===== config.mk =====
export PLATFORM = sky130hd
export DESIGN_NAME = usb_irq_rollup
export DESIGN_NICKNAME = d
export VERILOG_FILES = /design/src/rtl/usb_irq_pkg.sv /design/src/rtl/usb_irq_sticky_sum.sv /design/src/rtl/usb_irq_cor_bits.sv /design/src/rtl/usb_irq_rollup.sv
export SDC_FILE = /design/constraint.sdc
export NUM_CORES = 1
export LEC_CHECK = 0
export BUFFER_PORTS_ARGS = -buffer_cell sky130_fd_sc_hd__clkbuf_2
export CAP_MARGIN = 20
export CORE_MARGIN = 4
export CORE_UTILIZATION = 25
export CTS_CLUSTER_SIZE = 40
export DETAILED_ROUTE_END_ITERATION = 10
export SLEW_MARGIN = 20
export SYNTH_ARGS = -nofsm -noshare
export SYNTH_HDL_FRONTEND = slang
export SYNTH_SLANG_ARGS = --single-unit

===== constraint.sdc =====
create_clock -name clk -period 2.6 [get_ports clk]
set_input_delay 0.26 -clock clk [delete_from_list [all_inputs] [get_ports clk]]
set_output_delay 0.26 -clock clk [all_outputs]
set_load 0.02 [all_outputs]

===== src/rtl/usb_irq_pkg.sv =====
package usb_irq_pkg;

    localparam int ADDR_W = 2;
    localparam int DATA_W = 8;

    localparam logic [ADDR_W-1:0] A_MAIN_STAT = 2'd0;
    localparam logic [ADDR_W-1:0] A_MAIN_MASK = 2'd1;
    localparam logic [ADDR_W-1:0] A_ALT_STAT  = 2'd2;
    localparam logic [ADDR_W-1:0] A_ALT_MASK  = 2'd3;

    localparam int ALT_COR_W = 5;
    localparam int WK_W      = 2;
    localparam int EN_BIT    = 7;

    typedef struct packed {
        logic [DATA_W-1:0] main_mask;
        logic [DATA_W-1:0] alt_mask;
        logic              lock_prev;
        logic              wk;
        logic              irq;
    } rollup_state_t;

endpackage


===== src/rtl/usb_irq_sticky_sum.sv =====
module usb_irq_sticky_sum #(
    parameter int W = 4
) (
    input  logic         clk,
    input  logic         rst_n,
    input  logic [W-1:0] flag_i,
    input  logic [W-1:0] msk_i,
    output logic         sum_o
);
    typedef struct packed {
        logic sum;
    } sum_state_t;

    sum_state_t st_d, st_q;

    always_comb begin
        st_d     = st_q;
        // rises on an unmasked flag, holds while any flag remains at all
        st_d.sum = (|(flag_i & msk_i)) | (st_q.sum & (|flag_i));
    end

    always_ff @(posedge clk) begin
        if (!rst_n) st_q <= '0;
        else        st_q <= st_d;
    end

    assign sum_o = st_q.sum;

    AST_SUM_RISE: assert property (@(posedge clk) disable iff (!rst_n)
        (|(flag_i & msk_i)) |=> sum_o);
    AST_SUM_HOLD: assert property (@(posedge clk) disable iff (!rst_n)
        (sum_o && (|flag_i)) |=> sum_o);
    AST_SUM_DROP: assert property (@(posedge clk) disable iff (!rst_n)
        (flag_i == '0) |=> !sum_o);

endmodule


===== src/rtl/usb_irq_cor_bits.sv =====
module usb_irq_cor_bits #(
    parameter int W = 2
) (
    input  logic         clk,
    input  logic         rst_n,
    input  logic [W-1:0] set_i,
    input  logic         clr_i,
    output logic [W-1:0] q_o
);
    typedef struct packed {
        logic [W-1:0] q;
    } cor_state_t;

    cor_state_t st_d, st_q;

    always_comb begin
        st_d = st_q;
        if (clr_i) st_d.q = '0;
        // a set in the clearing cycle wins, so no event is dropped
        st_d.q = st_d.q | set_i;
    end

    always_ff @(posedge clk) begin
        if (!rst_n) st_q <= '0;
        else        st_q <= st_d;
    end

    assign q_o = st_q.q;

    AST_SET_WINS: assert property (@(posedge clk) disable iff (!rst_n)
        (set_i != '0) |=> ((q_o & $past(set_i)) == $past(set_i)));
    AST_READ_EMPTIES: assert property (@(posedge clk) disable iff (!rst_n)
        (clr_i && (set_i == '0)) |=> (q_o == '0));

endmodule


===== src/rtl/usb_irq_rollup.sv =====
module usb_irq_rollup
    import usb_irq_pkg::*;
#(
    parameter int N_TX  = 4,
    parameter int N_RX  = 4,
    parameter int N_NAK = 8,
    parameter int N_DMA = 4
) (
    input  logic              clk,
    input  logic              rst_n,
    input  logic [ADDR_W-1:0] cpu_addr_i,
    input  logic              cpu_wr_i,
    input  logic              cpu_rd_i,
    input  logic [DATA_W-1:0] cpu_wdata_i,
    output logic [DATA_W-1:0] cpu_rdata_o,
    input  logic [N_TX-1:0]   tx_flag_i,
    input  logic [N_TX-1:0]   tx_msk_i,
    input  logic [N_RX-1:0]   rx_flag_i,
    input  logic [N_RX-1:0]   rx_msk_i,
    input  logic [N_NAK-1:0]  nak_pulse_i,
    input  logic [N_NAK-1:0]  nak_msk_i,
    input  logic              nak_clr_i,
    input  logic [N_DMA-1:0]  dma_flag_i,
    input  logic [N_DMA-1:0]  dma_msk_i,
    input  logic [WK_W-1:0]   wk_pend_i,
    input  logic              frame_load_i,
    input  logic              frame_locked_i,
    input  logic [ALT_COR_W-1:0] alt_pulse_i,
    output logic              irq_o
);
    localparam int MAIN_COR_W = 2;

    logic tx_sum, rx_sum, dma_sum, nak_bit;
    logic [MAIN_COR_W-1:0] main_cor;   // [0] frame, [1] lock change
    logic [ALT_COR_W-1:0]  alt_cor;
    logic [DATA_W-1:0]     main_stat, alt_stat;
    logic                  rd_main, rd_alt, lock_edge;

    rollup_state_t st_d, st_q;

    assign rd_main   = cpu_rd_i && (cpu_addr_i == A_MAIN_STAT);
    assign rd_alt    = cpu_rd_i && (cpu_addr_i == A_ALT_STAT);
    assign lock_edge = frame_locked_i ^ st_q.lock_prev;

    usb_irq_sticky_sum #(.W(N_TX)) u_tx (
        .clk(clk), .rst_n(rst_n), .flag_i(tx_flag_i), .msk_i(tx_msk_i), .sum_o(tx_sum));
    usb_irq_sticky_sum #(.W(N_RX)) u_rx (
        .clk(clk), .rst_n(rst_n), .flag_i(rx_flag_i), .msk_i(rx_msk_i), .sum_o(rx_sum));
    usb_irq_sticky_sum #(.W(N_DMA)) u_dma (
        .clk(clk), .rst_n(rst_n), .flag_i(dma_flag_i), .msk_i(dma_msk_i), .sum_o(dma_sum));

    usb_irq_cor_bits #(.W(1)) u_nak (
        .clk(clk), .rst_n(rst_n), .set_i(|(nak_pulse_i & nak_msk_i)),
        .clr_i(nak_clr_i), .q_o(nak_bit));
    usb_irq_cor_bits #(.W(MAIN_COR_W)) u_main_cor (
        .clk(clk), .rst_n(rst_n), .set_i({lock_edge, frame_load_i}),
        .clr_i(rd_main), .q_o(main_cor));
    usb_irq_cor_bits #(.W(ALT_COR_W)) u_alt_cor (
        .clk(clk), .rst_n(rst_n), .set_i(alt_pulse_i),
        .clr_i(rd_alt), .q_o(alt_cor));

    always_comb begin
        alt_stat  = {alt_cor, dma_sum, st_q.wk, 1'b0};
        main_stat = {1'b0, 1'b0, main_cor[1], main_cor[0], nak_bit,
                     rx_sum, tx_sum, |(alt_stat & st_q.alt_mask)};
        unique case (cpu_addr_i)
            A_MAIN_STAT: cpu_rdata_o = main_stat;
            A_MAIN_MASK: cpu_rdata_o = st_q.main_mask;
            A_ALT_STAT:  cpu_rdata_o = alt_stat;
            default:     cpu_rdata_o = st_q.alt_mask;
        endcase
    end

    always_comb begin
        st_d           = st_q;
        st_d.lock_prev = frame_locked_i;
        st_d.wk        = |wk_pend_i;
        if (cpu_wr_i && (cpu_addr_i == A_MAIN_MASK)) st_d.main_mask = cpu_wdata_i;
        if (cpu_wr_i && (cpu_addr_i == A_ALT_MASK))  st_d.alt_mask  = cpu_wdata_i;
        st_d.irq = st_q.main_mask[EN_BIT] &
                   (|(main_stat[EN_BIT-1:0] & st_q.main_mask[EN_BIT-1:0]));
    end

    always_ff @(posedge clk) begin
        if (!rst_n) st_q <= '0;
        else        st_q <= st_d;
    end

    assign irq_o = st_q.irq;

    AST_IRQ_NEEDS_EN: assert property (@(posedge clk) disable iff (!rst_n)
        irq_o |-> $past(st_q.main_mask[EN_BIT]));
    AST_IRQ_OFF_NO_EN: assert property (@(posedge clk) disable iff (!rst_n)
        !st_q.main_mask[EN_BIT] |=> !irq_o);
    AST_WK_FOLLOWS: assert property (@(posedge clk) disable iff (!rst_n)
        (|wk_pend_i) |=> alt_stat[1]);

endmodule


==> flow_summary.ini, run 1 <==
[run_status]
status = completed

[critical_path]
cp.arrival_ns = 1.45
r2r_start = u_dma.sum_o
cp_slowest_cell = a222oi_1
r2r_cells = 3
r2r-end = irq_o
cp_max_fo = 3
startpoint = u_dma.sum_o
critPathKind = reg -> out
required_ns = 2.34
crit_family = compound AO/OA/AOI/OAI gates
crit_path_cell_trace = a222oi_1, and3_1, o31ai_1, clkbuf_2
slowest_delay_ns = 0.35
end_kind = output port
crit_buf_inv = 1
critPathLaunchType = register
cp.depth = 4
critPathCapture = cpu_rdata_o[0]
r2r_slack_ns = 1.46

[clock_tree]
hold_buffers = 0
cts_tree = yes
cts-htree-levels = 2
insertion_delay_ns = 0.28
ctsRootBufferMaster = clkbuf_8
postCtsSetupBuffers = 0
clk_pin_slew_ns = 0.06
numCtsBuffers = 5
cts_resized = 0
cts_sinks = 30
cts.path.max_buffers = 2

[power_and_ir_drop]
vdd_ir_drop_max_mv = 0.215
static-leakage-power_nw = 0.948
p_total_mw = 1.04
power.density_nw_per_um2 = 552

[finish]
fill_cells = 554
final_nets = 269
drive_gt1_frac = 0.422
final_core_util = 0.361
syn2layout_area_growth_pct = 36.5
final_area_um2 = 1890
num_antenna_cells = 0
stdcell_count = 276

[job]
maxCapViolations = 0

[route]
routedWlPerCell_um = 14.2
met2_length_um = 1690
wl_met1_um = 1750
drtPass1Iterations = 4
drc = 0
totalWireLength_um = 3930
vias = 1304
antenna_left = 0
drtIter0Drc = 59
viasPerCell = 4.72
route.met3.wl_um = 438
highest_layer = met4

[worst_hold_path]
hp-class = in -> reg
min_path_cells = 3

[grt]
track_usage = 0.115
grt_pass1_wl_um = 5740
grt_pass1_vias = 1234
grt_max_degree = 29
overflow = 0
antenna_found_initial = 0

[timing]
fmax_ghz = 0.583
drv_slew = 0
grt_setup_unrepaired = no
finClkSkew_ns = 0.00421
setup_violations = 0
slew_headroom = 0.607
tightest_slew_ns = 0.588
fin_crit_sh = 0.659
fin_crit_ns = 1.71
finalHoldViolations = 0
fin_setup_tns_ns = 0

[floorplan]
core_area_um2 = 5240
io_pins = 73
fp.dieH_um = 82.4
die_area_um2 = 6800
initial_core_util = 0.264
fp-row-count = 26
die_w_um = 82.4

[synthesis]
netlist.area_leader.share = 0.434
netlist_area_um2 = 1390
avgSynthCellArea_um2 = 10.6
synth-seq-cells = 30
yosysTopAreaCell = dfxtp_1
syn_nets = 195
yosys_warnings = 0
seq_area_frac_synth = 0.434
synth.distinct_cells = 31
synth_area_leaders = dfxtp_1, mux2i_1, nor2_1, a22oi_1, mux4_2
syn_inst = 131

[placed_design]
dpl_cell_area_um2 = 1800
portBuffers = 72
gp_congestion = 0.754
place_inst = 268
hpwl_um = 3040
-- cell families (layout without fill, tap and decap cells) --
| group | count (synthesis) | count (layout) | synth area share |
|---|---|---|---|
| AO/OA/AOI/OAI | 34 | 34 | 0.178 |
| XOR/XNOR | 1 | 1 | 0.00632 |
| buffers and inverters | 7 | 82 | 0.0298 |
| flip-flops | 30 | 30 | 0.434 |
| multiplexers | 24 | 24 | 0.232 |
| AND/OR/NAND/NOR | 35 | 35 | 0.120 |
-- report_power, final --
part	internal (mW)	total [mW]	switching, mW
Sequential	0.484	0.502	0.0178
Combinational	0.0851	0.165	0.0797
Clock	0.213	0.377	0.164
-- sequential cells by signal, indices dropped and copies added, names as in the netlist --
register,flops
u_main_cor.q_o,2
u_dma.sum_o,1
st_q,17
u_rx.sum_o,1
irq_o,1
u_tx.sum_o,1
u_alt_cor.q_o,5
u_nak.q_o,1
alt_stat,1
-- cell usage in the layout (no fill, tap or decap), types with 2 or more instances in the layout --
master     n
dfxtp_1   30
nor2_1    25
a22oi_1   10
a222oi_1   3
mux4_1     2
a22o_1     3
nand2_1    2
o41ai_1    3
clkbuf_8   6
mux4_2     3
a31oi_1    4
a21oi_1    7
mux2i_1   16
clkbuf_2  72
nand3b_1   2
mux2_4     2
-- per-layer routing --
metal  GRT usage  vias up
li1            -      653
met1       0.135      585
met2       0.189       59
met3      0.0477        7
met4      0.0365        0
met5           0        -
-- how the worst min path moves through the flow --
stage	slack (ns)	from	to
finish	0.19	wk_pend_i[0]	alt_stat[1]
global route	0.18	wk_pend_i[0]	alt_stat[1]
CTS	0.18	wk_pend_i[0]	alt_stat[1]
detailed placement	0.48	wk_pend_i[0]	alt_stat[1]
global placement	0.47	alt_pulse_i[3]	u_alt_cor.q_o[3]
floorplan	0.38	wk_pend_i[0]	alt_stat[1]
-- worst min-delay path, stage by stage --
cell and delay, ns:
clkbuf_2 0.08, nor2_1 0.03, nor2_1 0.06
-- synthesized netlist by cell type (all sizes together) --
| cell type | number |
|---|---|
| dfxtp | 30 |
| nor2 | 25 |
| mux2i | 16 |
| a22oi | 10 |
| a21oi | 7 |
| mux4 | 5 |
| a31oi | 4 |
| a222oi | 3 |
| a22o | 3 |
| buf | 3 |
| mux2 | 3 |
| o41ai | 3 |
| clkbuf | 2 |
| inv | 2 |
| nand2 | 2 |
| nand3 | 2 |
| nand3b | 2 |
| a21o | 1 |
| a221oi | 1 |
| and2 | 1 |
| and3 | 1 |
| nor2b | 1 |
| o21ai | 1 |
| o31ai | 1 |
| or3b | 1 |
| xor2 | 1 |
-- stage by stage --
step	setup WS, ns	hold slack (ns)
after floorplan	1.22	0.376
after global placement	0.954	0.468
after detailed placement	0.925	0.476
after CTS	0.866	0.181
after global routing	0.784	0.183
final	0.885	0.186
-- final cells by class --
| class | instances | area [um2] | share of cell area |
|---|---|---|---|
| Sequential cell | 30 | 601 | 0.318 |
| Clock buffer | 7 | 86.3 | 0.0457 |
| Timing Repair Buffer | 72 | 360 | 0.191 |
| Clock inverter | 1 | 5.00 | 0.00265 |
| Inverter | 2 | 7.51 | 0.00397 |
| Tap cell | 70 | 87.6 | 0.0463 |
| Multi-Input combinational cell | 94 | 743 | 0.393 |
Power figures use the tool's default switching activity.
==> run 2, diff against run 1 <==
Clock period 2.6 ns to 1.4 ns, I/O delays scaled along.
==> run 2 against run 1 <==
Against the previous run: the flow now finishes with violations (setup timing); worst setup slack got worse by 1.0 ns; sequential cell count did not move; final cell count rose by 2.2%; final area rose by 6.2%; critical path depth did not move; sequential power rose by 86%; routed wire length rose by 2.6%; global-route usage rose by 0.45 points; largest cell class unchanged.
==> flow_summary.ini, run 2 (same netlist as run 1, synthesis figures left out) <==
[floorplan]
die_w_um = 82.4
io_pins = 73
fp-row-count = 26
fp.dieH_um = 82.4
core_area_um2 = 5240
initial_core_util = 0.264
die_area_um2 = 6800

[power_and_ir_drop]
vdd_ir_drop_max_mv = 0.571
static-leakage-power_nw = 0.992
power.density_nw_per_um2 = 1040

[timing]
drv_slew = 0
grt_setup_unrepaired = yes
fin_crit_ns = 1.53
fin_crit_sh = 1.09
fmax_ghz = 0.656
setup_violations = 2
final.setup.worst_slack_ns = -0.125
fin_setup_tns_ns = -0.209
finClkSkew_ns = 0.00104
tightest_slew_ns = 0.501
finalHoldViolations = 0
timing.hold.ws_ns = 0.0708
slew_headroom = 0.665

[clock_tree]
cts-htree-levels = 2
cts.path.max_buffers = 2
ctsRootBufferMaster = clkbuf_8
insertion_delay_ns = 0.28
cts_sinks = 30
cts_tree = yes
clk_pin_slew_ns = 0.06
numCtsBuffers = 5

[finish]
final_common_cell = clkbuf_2
final_area_um2 = 2010
fill_cells = 536
final_nets = 275
regArea_um2 = 618
drive_gt1_frac = 0.519
num_antenna_cells = 0
stdcell_count = 282
final_cell_mix = clkbuf_2, nor2_1, mux2i_1, dfxtp_1, dfxtp_2
syn2layout_area_growth_pct = 44.9
top_register = st_q
largest_reg_flops = 17
multi_input_area_um2 = 736

[critical_path]
crit_path_cell_trace = a222oi_1, and3_1, o31ai_1, buf_2
cp_slowest_cell = dfxtp_2
cp.arrival_ns = 1.39
critPathKind = reg -> out
slowest_delay_ns = 0.32
required_ns = 1.26
cp_max_fo = 2
critPathLaunchType = register
end_kind = output port

[placed_design]
portBuffers = 72
dpl_cell_area_um2 = 1830
place_ws_ns = 0.0762
hpwl_um = 3190
place_inst = 272
gp_congestion = 0.771

[grt]
grt_pass1_wl_um = 5890
grt_pass1_vias = 1239
antenna_found_initial = 0
grt_max_degree = 29
track_usage = 0.119
overflow = 0

[route]
vias = 1324
viasPerCell = 4.70
drc = 0
totalWireLength_um = 4030
antenna_left = 0
drtPass1Iterations = 4
drtIter0Drc = 54
routedWlPerCell_um = 14.3

[run_status]
violations = setup timing
status = finished with violations

[job]
maxCapViolations = 0

[worst_hold_path]
hp-class = in -> reg
-- run 2: cell count changes in the layout (fill, tap and decap cells not counted), moves of 2 or more --
| cell | before | now |
|---|---|---|
| dfxtp_1 | 30 | 16 |
| dfxtp_2 | 0 | 14 |
| clkbuf_2 | 72 | 65 |
| buf_4 | 0 | 6 |
| buf_8 | 0 | 3 |
| buf_2 | 0 | 2 |
| buf_6 | 0 | 2 |
| clkbuf_8 | 6 | 8 |
| mux4_1 | 2 | 0 |
| mux4_2 | 3 | 5 |
-- run 2: final cells by class --
class                   instances  share of cell area
multi-input cells              94               0.367
flip-flops and latches         30               0.308
repair buffers                 78               0.223
clock buffers                   8              0.0549
well taps                      70              0.0436
inverters                       2             0.00374
-- run 2: per-stage QoR --
stage          utilization  total power [mW]
6_report             0.383              2.09
3_3_place_gp         0.349              1.26
2_1_floorplan            -              1.11
5_1_grt              0.383              2.20
3_5_place_dp         0.349              1.27
4_1_cts              0.376              2.11
-- run 2: worst max-delay path: cells and delay by family, from the launching register on --
family	cells	cell delay, ns
AND/OR/NAND/NOR	1	0.23
AO/OA/AOI/OAI	2	0.39
buffers and inverters	1	0.17
flip-flops	1	0.32
-- run 2: path summary, 6_finish.rpt --
kind / to / slack, ns / start / depth (start not counted)
hold / removal: u_alt_cor.q_o[3] / 0.07 / alt_pulse_i[3] / 3
setup / recovery: cpu_rdata_o[0] / -0.13 / u_dma.sum_o / 4
hold reg to reg: st_q[6] / 0.50 / st_q[6] / 2
setup reg to reg: irq_o / 0.25 / u_nak.q_o / 4
-- run 2: layer usage --
metal | vias to the layer above | global-route usage | part of all wire
li1 | 662 | - | -
met1 | 605 | 0.144 | 0.44
met2 | 52 | 0.190 | 0.44
met3 | 5 | 0.0521 | 0.10
met4 | 0 | 0.0399 | 0.013
met5 | - | 0 | 0
-- run 2: power by group --
group	switching (mW)	internal, mW	total, mW
sequential	0.0329	0.903	0.936
combinational	0.157	0.190	0.347
clock	0.316	0.496	0.811
total	0.505	1.59	2.09
-- run 2: what timing repair did --
| action | 4_1_cts | 5_1_grt |
|---|---|---|
| buffers inserted | 1 | 1 |
| gates resized for setup | 12 | 22 |
| endpoints found under the setup margin | 5 | 7 |
| pin swaps | 0 | 0 |
| hold buffers | 0 | 0 |
==> run 3, diff against run 2 <==
Settings changed: REMOVE_ABC_BUFFERS set to 1.
==> run 3 against run 2 <==
Against the previous run: the run still ends with setup timing left; critical path depth did not move; worst hold slack got worse by 0.014 ns; sequential share of layout area is 0.57 points lower; combinational power decreased by 2%; sequential power barely moved; sequential cell count stayed put; critical endpoint unchanged; largest cell class unchanged.
==> flow_summary.ini, run 3 (same netlist as run 1, synthesis figures left out) <==
[floorplan]
initial_core_util = 0.264
fp-row-count = 26
die_area_um2 = 6800
io_pins = 73
die_w_um = 82.4
core_area_um2 = 5240
fp.dieH_um = 82.4

[finish]
num_antenna_cells = 0
final_common_cell = clkbuf_2
final_cell_mix = clkbuf_2, nor2_1, dfxtp_1
syn2layout_area_growth_pct = 46.4
final_area_um2 = 2030
stdcell_count = 286
final_nets = 279
drive_gt1_frac = 0.500
top_register = st_q
fill_cells = 539
largest_reg_flops = 17

[worst_hold_path]
hp-class = in -> reg
min_path_cells = 3
hp-start = alt_pulse_i[2]
whs_endpoint = u_alt_cor.q_o[2]

[critical_path]
crit_buf_inv = 1
r2r_start = u_nak.q_o
crit_family = compound AO/OA/AOI/OAI gates
r2r-end = irq_o
cp_max_fo = 2
critPathKind = reg -> out
crit_path_cell_trace = a222oi_1, and3_1, o31ai_1, buf_4
slowest_delay_ns = 0.32
cp.arrival_ns = 1.37
critPathLaunchType = register
r2r_slack_ns = 0.30
end_kind = output port
cp_slowest_cell = dfxtp_2
r2r_cells = 3
required_ns = 1.26

[clock_tree]
cts_tree = yes
cts_sinks = 30
cts.path.max_buffers = 2
hold_buffers = 0
clk_pin_slew_ns = 0.06
numCtsBuffers = 5
insertion_delay_ns = 0.28
ctsRootBufferMaster = clkbuf_8
cts-htree-levels = 2

[placed_design]
hpwl_um = 3070
gp_congestion = 0.742
dpl_cell_area_um2 = 1840
place_inst = 274
place_ws_ns = 0.0607
portBuffers = 72

[run_status]
violations = setup timing
status = finished with violations

[route]
totalWireLength_um = 3950
antenna_left = 0
drtIter0Drc = 67
drtPass1Iterations = 4
drc = 0
viasPerCell = 4.57
routedWlPerCell_um = 13.8
vias = 1308

[timing]
fmax_ghz = 0.660
drv_slew = 0
setup_violations = 3
fin_setup_tns_ns = -0.255
final.setup.worst_slack_ns = -0.114
fin_crit_ns = 1.51
finClkSkew_ns = 0.00188
slew_headroom = 0.670
grt_setup_unrepaired = yes
finalHoldViolations = 0
timing.hold.ws_ns = 0.0570
tightest_slew_ns = 0.494
fin_crit_sh = 1.08

[power_and_ir_drop]
static-leakage-power_nw = 1.02
power.density_nw_per_um2 = 1030
vdd_ir_drop_max_mv = 0.484

[grt]
grt_pass1_wl_um = 5850
track_usage = 0.116
antenna_found_initial = 0
grt_max_degree = 29
overflow = 0
grt_pass1_vias = 1233

[job]
maxCapViolations = 0
-- run 3: cell count changes in the layout (fill, tap and decap cells not counted) --
cell	change
buf_2	-1
buf_4	+5
buf_6	+1
buf_8	-2
clkbuf_2	+1
dfxtp_1	+4
dfxtp_2	-4
mux4_1	+2
mux4_2	-2
-- run 3: power breakdown --
part	internal [mW]	switching, mW	total [mW]
combinational	0.190	0.151	0.341
clock	0.496	0.322	0.818
sequential	0.902	0.0331	0.935
-- run 3: worst max path at each step --
stage                           from             end  slack (ns)  depth (start not counted)
floorplan           u_alt_cor.q_o[0]  cpu_rdata_o[0]        0.14                          3
global placement       cpu_addr_i[1]  cpu_rdata_o[3]        0.05                          4
detailed placement     cpu_addr_i[1]  cpu_rdata_o[0]        0.06                          6
CTS                          st_q[5]  cpu_rdata_o[0]       -0.14                          4
global route                 st_q[5]  cpu_rdata_o[0]       -0.21                          4
finish                       st_q[5]  cpu_rdata_o[0]       -0.11                          4
-- run 3: worst min-delay path: cells and delay by family --
family                 cells  cell delay (ns)
AO/OA/AOI/OAI              1             0.03
buffers and inverters      1             0.07
AND/OR/NAND/NOR            1             0.06
-- run 3: cell type report --
| class | instances | area, um2 | share of cell area |
|---|---|---|---|
| Multi-Input combinational cell | 94 | 743 | 0.366 |
| Sequential cell | 30 | 613 | 0.302 |
| Timing Repair Buffer | 82 | 467 | 0.230 |
| Clock buffer | 8 | 110 | 0.0543 |
| Tap cell | 70 | 87.6 | 0.0432 |
| Inverter | 2 | 7.51 | 0.00370 |
-- run 3: repair_timing --
item | 4_1_cts | 5_1_grt
setup buffers | 1 | 3
hold endpoints to repair | 0 | 0
pin swaps | 2 | 2
setup endpoints to repair | 4 | 6
resized for setup | 7 | 18
-- run 3: routing by layer --
metal | part of all wire | GRT usage | vias to the layer above | wire length, um
li1 | - | - | 674 | -
met1 | 0.43 | 0.150 | 602 | 1720
met2 | 0.50 | 0.176 | 23 | 1990
met3 | 0.043 | 0.0293 | 9 | 169
met4 | 0.019 | 0.0598 | 0 | 74
met5 | 0 | 0 | - | 0
-- run 3: stage by stage --
stage | utilization | total power, mW
2_1_floorplan | - | 1.09
3_3_place_gp | 0.352 | 1.27
3_5_place_dp | 0.352 | 1.27
4_1_cts | 0.378 | 2.09
5_1_grt | 0.387 | 2.18
6_report | 0.387 | 2.09
